**config.mk**
```make
export PLATFORM = sky130hd
export DESIGN_NAME = stat_snapshot_bank
export DESIGN_NICKNAME = d
export VERILOG_FILES = /design/src/rtl/stat_pkg.sv /design/src/rtl/stat_live_counter.sv /design/src/rtl/stat_shadow_reg.sv /design/src/rtl/stat_ctrl_reg.sv /design/src/rtl/stat_read_port.sv /design/src/rtl/stat_snapshot_bank.sv
export SDC_FILE = /design/constraint.sdc
export NUM_CORES = 2
export LEC_CHECK = 0
export CORE_MARGIN = 3
export CORE_UTILIZATION = 58
export CTS_BUF_LIST = sky130_fd_sc_hd__clkbuf_8
export DETAILED_ROUTE_END_ITERATION = 8
export HOLD_SLACK_MARGIN = 0.12
export MAX_ROUTING_LAYER = met4
export PLACE_DENSITY_LB_ADDON = 0.2
export RECOVER_POWER = 25
export SLEW_MARGIN = 20
export SYNTH_ARGS = -nofsm -noshare
export SYNTH_HDL_FRONTEND = slang
export SYNTH_SLANG_ARGS = --single-unit
```
**constraint.sdc**
```tcl
create_clock -name clk -period 3.2 [get_ports clk]
set_clock_uncertainty 0.15 [all_clocks]
set_input_delay 0.96 -clock clk [delete_from_list [all_inputs] [get_ports clk]]
set_output_delay 0.96 -clock clk [all_outputs]
set_load 0.005 [all_outputs]
```
**src/rtl/stat_pkg.sv**
```systemverilog
package stat_pkg;

    localparam int NUM_CNT  = 6;
    localparam int ADDR_W   = 8;
    localparam int WORD_W   = 32;
    localparam int VIEW_W   = 2 * WORD_W;
    localparam int IDX_W    = $clog2(NUM_CNT);
    localparam int CNT_SPAN = NUM_CNT * 8;

    localparam logic [ADDR_W-1:0] CTRL_ADDR = 8'h00;
    localparam logic [ADDR_W-1:0] CNT_BASE  = 8'h20;

    localparam int BIT_SNAP_HOLD = 6;
    localparam int BIT_SNAP_CLR  = 7;
    localparam int BIT_LIVE_CLR  = 8;

    typedef struct packed {
        logic live_clr;
        logic snap_clr;
        logic snap_hold;
    } ctrl_t;

    typedef enum logic [1:0] {
        SRC_NONE,
        SRC_CTRL,
        SRC_CNT
    } rd_src_e;

    typedef struct packed {
        logic             ctrl_hit;
        logic             cnt_hit;
        logic [IDX_W-1:0] idx;
        logic             hi;
    } dec_t;

    function automatic dec_t decode(input logic [ADDR_W-1:0] a);
        dec_t                d;
        logic [ADDR_W-1:0]   off;
        off        = a - CNT_BASE;
        d.ctrl_hit = (a == CTRL_ADDR);
        d.cnt_hit  = (a >= CNT_BASE) && (int'(off) < CNT_SPAN) && (a[1:0] == 2'b00);
        d.idx      = off[IDX_W+2:3];
        d.hi       = off[2];
        return d;
    endfunction

    function automatic logic [WORD_W-1:0] ctrl_word(input ctrl_t c);
        logic [WORD_W-1:0] w;
        w                = '0;
        w[BIT_SNAP_HOLD] = c.snap_hold;
        w[BIT_SNAP_CLR]  = c.snap_clr;
        w[BIT_LIVE_CLR]  = c.live_clr;
        return w;
    endfunction

endpackage

```
**src/rtl/stat_live_counter.sv**
```systemverilog
module stat_live_counter #(
    parameter int CNT_W = 64
) (
    input  logic             clk,
    input  logic             rst,
    input  logic             clr,
    input  logic             inc,
    output logic [CNT_W-1:0] q
);

    always_ff @(posedge clk) begin
        if (rst || clr) begin
            q <= '0;
        end else if (inc) begin
            q <= q + CNT_W'(1);
        end
    end

    assert_clear_wins_R8: assert property (@(posedge clk) disable iff (rst)
        clr |=> (q == '0));

    assert_wrap_R9: assert property (@(posedge clk) disable iff (rst)
        (!clr && inc && (q == '1)) |=> (q == '0));

    assert_idle_stable_R2: assert property (@(posedge clk) disable iff (rst)
        (!clr && !inc) |=> $stable(q));

endmodule

```
**src/rtl/stat_shadow_reg.sv**
```systemverilog
module stat_shadow_reg #(
    parameter int CNT_W = 64
) (
    input  logic             clk,
    input  logic             rst,
    input  logic             clr,
    input  logic             cap,
    input  logic [CNT_W-1:0] live,
    output logic [CNT_W-1:0] q
);

    always_ff @(posedge clk) begin
        if (rst || clr) begin
            q <= '0;
        end else if (cap) begin
            q <= live;
        end
    end

    assert_capture_copies_R5: assert property (@(posedge clk) disable iff (rst)
        (cap && !clr) |=> (q == $past(live)));

    assert_frozen_R5: assert property (@(posedge clk) disable iff (rst)
        (!cap && !clr) |=> $stable(q));

    assert_shadow_clear_R7: assert property (@(posedge clk) disable iff (rst)
        clr |=> (q == '0));

endmodule

```
**src/rtl/stat_ctrl_reg.sv**
```systemverilog
module stat_ctrl_reg
    import stat_pkg::*;
(
    input  logic  clk,
    input  logic  rst,
    input  logic  wr_sel,
    input  ctrl_t wr_val,
    output ctrl_t ctrl_q,
    output logic  snap_cap
);

    always_ff @(posedge clk) begin
        if (rst) begin
            ctrl_q <= '0;
        end else if (wr_sel) begin
            ctrl_q <= wr_val;
        end
    end

    // capture only on a 0 -> 1 change of the hold bit
    assign snap_cap = wr_sel && wr_val.snap_hold && !ctrl_q.snap_hold;

    assert_cap_sets_hold_R5: assert property (@(posedge clk) disable iff (rst)
        snap_cap |=> ctrl_q.snap_hold);

    assert_ctrl_kept_R4: assert property (@(posedge clk) disable iff (rst)
        !wr_sel |=> $stable(ctrl_q));

endmodule

```
**src/rtl/stat_read_port.sv**
```systemverilog
module stat_read_port
    import stat_pkg::*;
#(
    parameter int CNT_W = 64
) (
    input  logic              clk,
    input  logic              rst,
    input  logic              rd_en,
    input  logic [ADDR_W-1:0] addr,
    input  ctrl_t             ctrl,
    input  logic [CNT_W-1:0]  live [NUM_CNT],
    input  logic [CNT_W-1:0]  shd  [NUM_CNT],
    output logic [WORD_W-1:0] rdata,
    output logic              rvalid
);

    dec_t              dec;
    rd_src_e           src;
    logic [VIEW_W-1:0] view;
    logic [WORD_W-1:0] word;

    always_comb begin
        dec = decode(addr);
        if (dec.ctrl_hit) begin
            src = SRC_CTRL;
        end else if (dec.cnt_hit) begin
            src = SRC_CNT;
        end else begin
            src = SRC_NONE;
        end

        view = '0;
        if (dec.cnt_hit && (int'(dec.idx) < NUM_CNT)) begin
            view = ctrl.snap_hold ? VIEW_W'(shd[dec.idx]) : VIEW_W'(live[dec.idx]);
        end

        case (src)
            SRC_CTRL: word = ctrl_word(ctrl);
            SRC_CNT:  word = dec.hi ? view[VIEW_W-1:WORD_W] : view[WORD_W-1:0];
            default:  word = '0;
        endcase
    end

    always_ff @(posedge clk) begin
        if (rst) begin
            rvalid <= 1'b0;
            rdata  <= '0;
        end else begin
            rvalid <= rd_en;
            rdata  <= rd_en ? word : '0;
        end
    end

    assert_read_latency_R3: assert property (@(posedge clk) disable iff (rst)
        rd_en |=> rvalid);

    assert_no_spurious_valid_R3: assert property (@(posedge clk) disable iff (rst)
        !rd_en |=> !rvalid);

    assert_unmapped_zero_R10: assert property (@(posedge clk) disable iff (rst)
        (rd_en && (src == SRC_NONE)) |=> (rdata == '0));

endmodule

```
**src/rtl/stat_snapshot_bank.sv**
```systemverilog
module stat_snapshot_bank
    import stat_pkg::*;
#(
    parameter int CNT_W = 64
) (
    input  logic        clk,
    input  logic        rst,
    input  logic [5:0]  cnt_evt,
    input  logic        bus_wr,
    input  logic        bus_rd,
    input  logic [7:0]  bus_addr,
    input  logic [31:0] bus_wdata,
    output logic [31:0] bus_rdata,
    output logic        bus_rvalid
);

    ctrl_t            ctrl_q;
    ctrl_t            wr_val;
    logic             wr_sel;
    logic             snap_cap;
    logic [CNT_W-1:0] live_q [NUM_CNT];
    logic [CNT_W-1:0] shd_q  [NUM_CNT];
    logic             wdata_unused;

    assign wr_sel           = bus_wr && decode(bus_addr).ctrl_hit;
    assign wr_val.snap_hold = bus_wdata[BIT_SNAP_HOLD];
    assign wr_val.snap_clr  = bus_wdata[BIT_SNAP_CLR];
    assign wr_val.live_clr  = bus_wdata[BIT_LIVE_CLR];
    assign wdata_unused     = ^{bus_wdata[WORD_W-1:BIT_LIVE_CLR+1], bus_wdata[BIT_SNAP_HOLD-1:0]};

    stat_ctrl_reg u_ctrl (
        .clk      (clk),
        .rst      (rst),
        .wr_sel   (wr_sel),
        .wr_val   (wr_val),
        .ctrl_q   (ctrl_q),
        .snap_cap (snap_cap)
    );

    for (genvar g = 0; g < NUM_CNT; g++) begin : g_cnt
        stat_live_counter #(.CNT_W(CNT_W)) u_live (
            .clk (clk),
            .rst (rst),
            .clr (ctrl_q.live_clr),
            .inc (cnt_evt[g]),
            .q   (live_q[g])
        );

        stat_shadow_reg #(.CNT_W(CNT_W)) u_shd (
            .clk  (clk),
            .rst  (rst),
            .clr  (ctrl_q.snap_clr),
            .cap  (snap_cap),
            .live (live_q[g]),
            .q    (shd_q[g])
        );
    end

    stat_read_port #(.CNT_W(CNT_W)) u_rd (
        .clk    (clk),
        .rst    (rst),
        .rd_en  (bus_rd),
        .addr   (bus_addr),
        .ctrl   (ctrl_q),
        .live   (live_q),
        .shd    (shd_q),
        .rdata  (bus_rdata),
        .rvalid (bus_rvalid)
    );

    assert_rom_writes_ignored_R10: assert property (@(posedge clk) disable iff (rst)
        (bus_wr && !wr_sel) |=> $stable(ctrl_q));

endmodule

```
==> results.json <==
{
  "status": "completed",
  "cts_setup_buffers": 0,
  "post-route-drc-count": 0,
  "vias": 36970,
  "async_flop_share": 0,
  "drt_wl_total_um": 131600,
  "ant_nets": 0,
  "final_common_cell": "nand2_1",
  "synth.distinct_cells": 65,
  "p_per_area_mw_per_mm2": 444.1,
  "relSlewSlack": 0.2907,
  "cp_slowest_stage_delay_ns": 0.83,
  "grt_usage": 0.3823,
  "dr.pass1.iters": 6,
  "wl_per_cell_um": 22.69,
  "drv_cap": 0,
  "fin_nets": 4888,
  "worstHoldStart": "g_cnt[3].u_shd.q[38]",
  "grt_pass1_vias": 33940,
  "worst_slew_pin_slew_ns": 1.064,
  "cp.arrival_ns": 3.62,
  "final_cell_mix": "nand2_1 (987), dfxtp_1 (803), a21oi_1 (543)",
  "syn_inst": 4580,
  "num_rows": 94,
  "postLayoutSetupSlackWorst_ns": 0.08060,
  "critPathKind": "input pin to register",
  "ff2ff_path_depth": 6,
  "dieWidth_um": 264.3,
  "total_power_mw": 20.10,
  "synth_area_leaders": "dfxtp_1 (42%), nand2_1 (9.6%), a21oi_1 (7.0%), mux4_2 (7.0%), mux2i_1 (2.9%)",
  "clk_pin_slew_ns": 0.06,
  "postCtsHoldBufs": 0,
  "r2r_slack_ns": 0.24,
  "syn_area_sq_mm": 0.03870,
  "yosysTopAreaCell": "dfxtp_1",
  "grt_antenna_before_repair": 2,
  "post-route-min-period_ns": 3.119,
  "critical_path_required_ns": 3.70,
  "cp-end-kind": "register",
  "power_leakage_nw": 15.22,
  "numCtsBuffers": 135,
  "synth_seq_area_share": 0.4159,
  "synth-main-ff-cell": "dfxtp_1",
  "clock-sinks": 804,
  "area_growth_pct": 16.96,
  "wl_met3_um": 14170,
  "vdd_ir_drop_max_mv": 0.4838,
  "hpwl_um": 96410,
  "port_buffers": 53,
  "die_y_um": 264.3,
  "hold_viol_final": 0,
  "dr.max_layer_used": "met4",
  "slew_viol_final": 0,
  "cts_tree": "yes",
  "startpoint": "rst",
  "design.core.area_sq_mm": 0.06598,
  "clk_root_buffer_cell": "clkbuf_8",
  "initial_core_util": 0.5865,
  "grt_overflow": 0,
  "synth_warnings": 0,
  "cts_buffer_depth": 3,
  "setup_viol": 0,
  "met1_length_um": 53430,
  "io_pins": 83,
  "htreeDepth": 4,
  "dr_wl_met2_um": 56700,
  "worstPathMaxFanout": 43,
  "finalWeightedCongestion": 0.9792,
  "final_util": 0.6860,
  "grt_max_degree": 80,
  "die_area_sq_mm": 0.06986,
  "insertion_delay_ns": 0.80,
  "syn_avg_cell_area_sq_um": 8.450,
  "cts_resized": 0,
  "dp_slack_ns": -0.4412,
  "worstHoldPathType": "register to register",
  "grt_pass1_wl_um": 201000,
  "rsz0062_at_grt": "no",
  "reg2reg_to": "g_cnt[2].u_live.q[59]",
  "initialDrtViolationCount": 4282,
  "yosys_register_bits": 804,
  "r2r_start": "g_cnt[2].u_live.q[17]",
  "finalCritPeriodShare": 0.9748,
  "worstHoldEndpoint": "g_cnt[3].u_shd.q[38]",
  "synth_top_area_share": 0.4159,
  "synth_enable_flop_cells": 0,
  "syn-num-nets": 4637,
  "slowest_stage": "clkbuf_1",
  "whs_path_depth": 2,
  "crit_chain": "dlygate4sd3_1, clkbuf_1, or2_4, buf_12, buf_4, nor2_1",
  "max_freq_ghz": 0.3206,
  "drt-vias-per-instance": 6.376,
  "drive_gt1_frac": 0.1647,
  "crit_path_start_kind": "input pin"
}
[state kept, by name (all words and copies together), names as in the netlist]
name            count
u_rd.rvalid         1
g_cnt.u_live.q    384
g_cnt.u_shd.q     384
u_ctrl.ctrl_q       3
u_rd.rdata         32
[through the flow]
stage	std cells	hold WS, ns	area, sq um	TNS [ns]
detailed placement	5558	0.2917	42680	-104.97
CTS	5795	0.3003	45380	0
floorplan	4580	0.2812	38700	0
finish	5798	0.3007	45260	0
global route	5796	0.3177	45260	0
global placement	5558	0.2881	42670	-67.11
[worst max-delay path, delay by kind of cell]
kind	cells	cell delay, ns
buffers and inverters	4	2.19
AND/OR/NAND/NOR	2	0.44
[layout make-up]
cell class,count,area (sq um)
inverter,44,165.2
sequential,804,16100
clock inverter,61,277.8
tap,864,1081
multi-input combinational,3394,21160
fill,5443,20720
clock buffer,176,2422
timing repair buffer,452,4053
antenna,3,7.507
[worst max-delay path by stage]
stage	cells past startpoint	to
finish	6	g_cnt[3].u_live.q[26]
CTS	6	g_cnt[2].u_live.q[59]
floorplan	8	g_cnt[3].u_live.q[50]
global placement	7	g_cnt[3].u_live.q[58]
detailed placement	7	g_cnt[3].u_live.q[62]
global route	6	g_cnt[3].u_live.q[26]
[synth_stat cells, drive strengths merged (4+ instances only)]
library cell  count
and4             33
o311ai            7
a21oi           543
and2              9
nand4           162
or2              13
o2111ai          31
or4              89
xor2            127
dfxtp           804
or3              88
and3             47
nand2           987
a311oi           29
nand4b            8
nor4             67
o21ai            82
nor2b            10
o21a              9
o211ai            6
a221oi           31
mux2i           113
ha                7
nor3             51
o41ai             8
a21o              8
mux4            121
a22oi            29
nand2b            6
nor2            274
mux2             61
o31ai            78
clkbuf          274
nand3           150
a211oi            4
inv              44
xnor2            83
buf              64
[routing by layer]
metal  up-vias  global-route usage
met1     17720              0.5146
li1      17000                   -
met2      1895              0.5502
met3       347             0.07488
met5         -                   -
met4         0              0.1916
[cells by family (layout without fill, tap and decap cells)]
family | count (synthesis) | count (layout) | share of synthesized area
AOI/OAI and AO/OA | 875 | 875 | 0.1330
xor gates and xnor gates | 210 | 210 | 0.04753
adders and majority gates | 7 | 7 | 0.002263
buffers and inverters | 382 | 733 | 0.03844
DFF | 804 | 804 | 0.4159
muxes | 295 | 295 | 0.1175
other | 0 | 3 | 0
and+or+nand+nor | 2007 | 2007 | 0.2454
[power breakdown]
| group | leakage (nW) | internal, mW | switching (mW) |
|---|---|---|---|
| Combinational | 7.21 | 0.320 | 0.541 |
| Clock | 1.54 | 4.91 | 4.28 |
| Sequential | 6.47 | 10.0 | 0.0275 |
(Power assumes the default switching activity.)
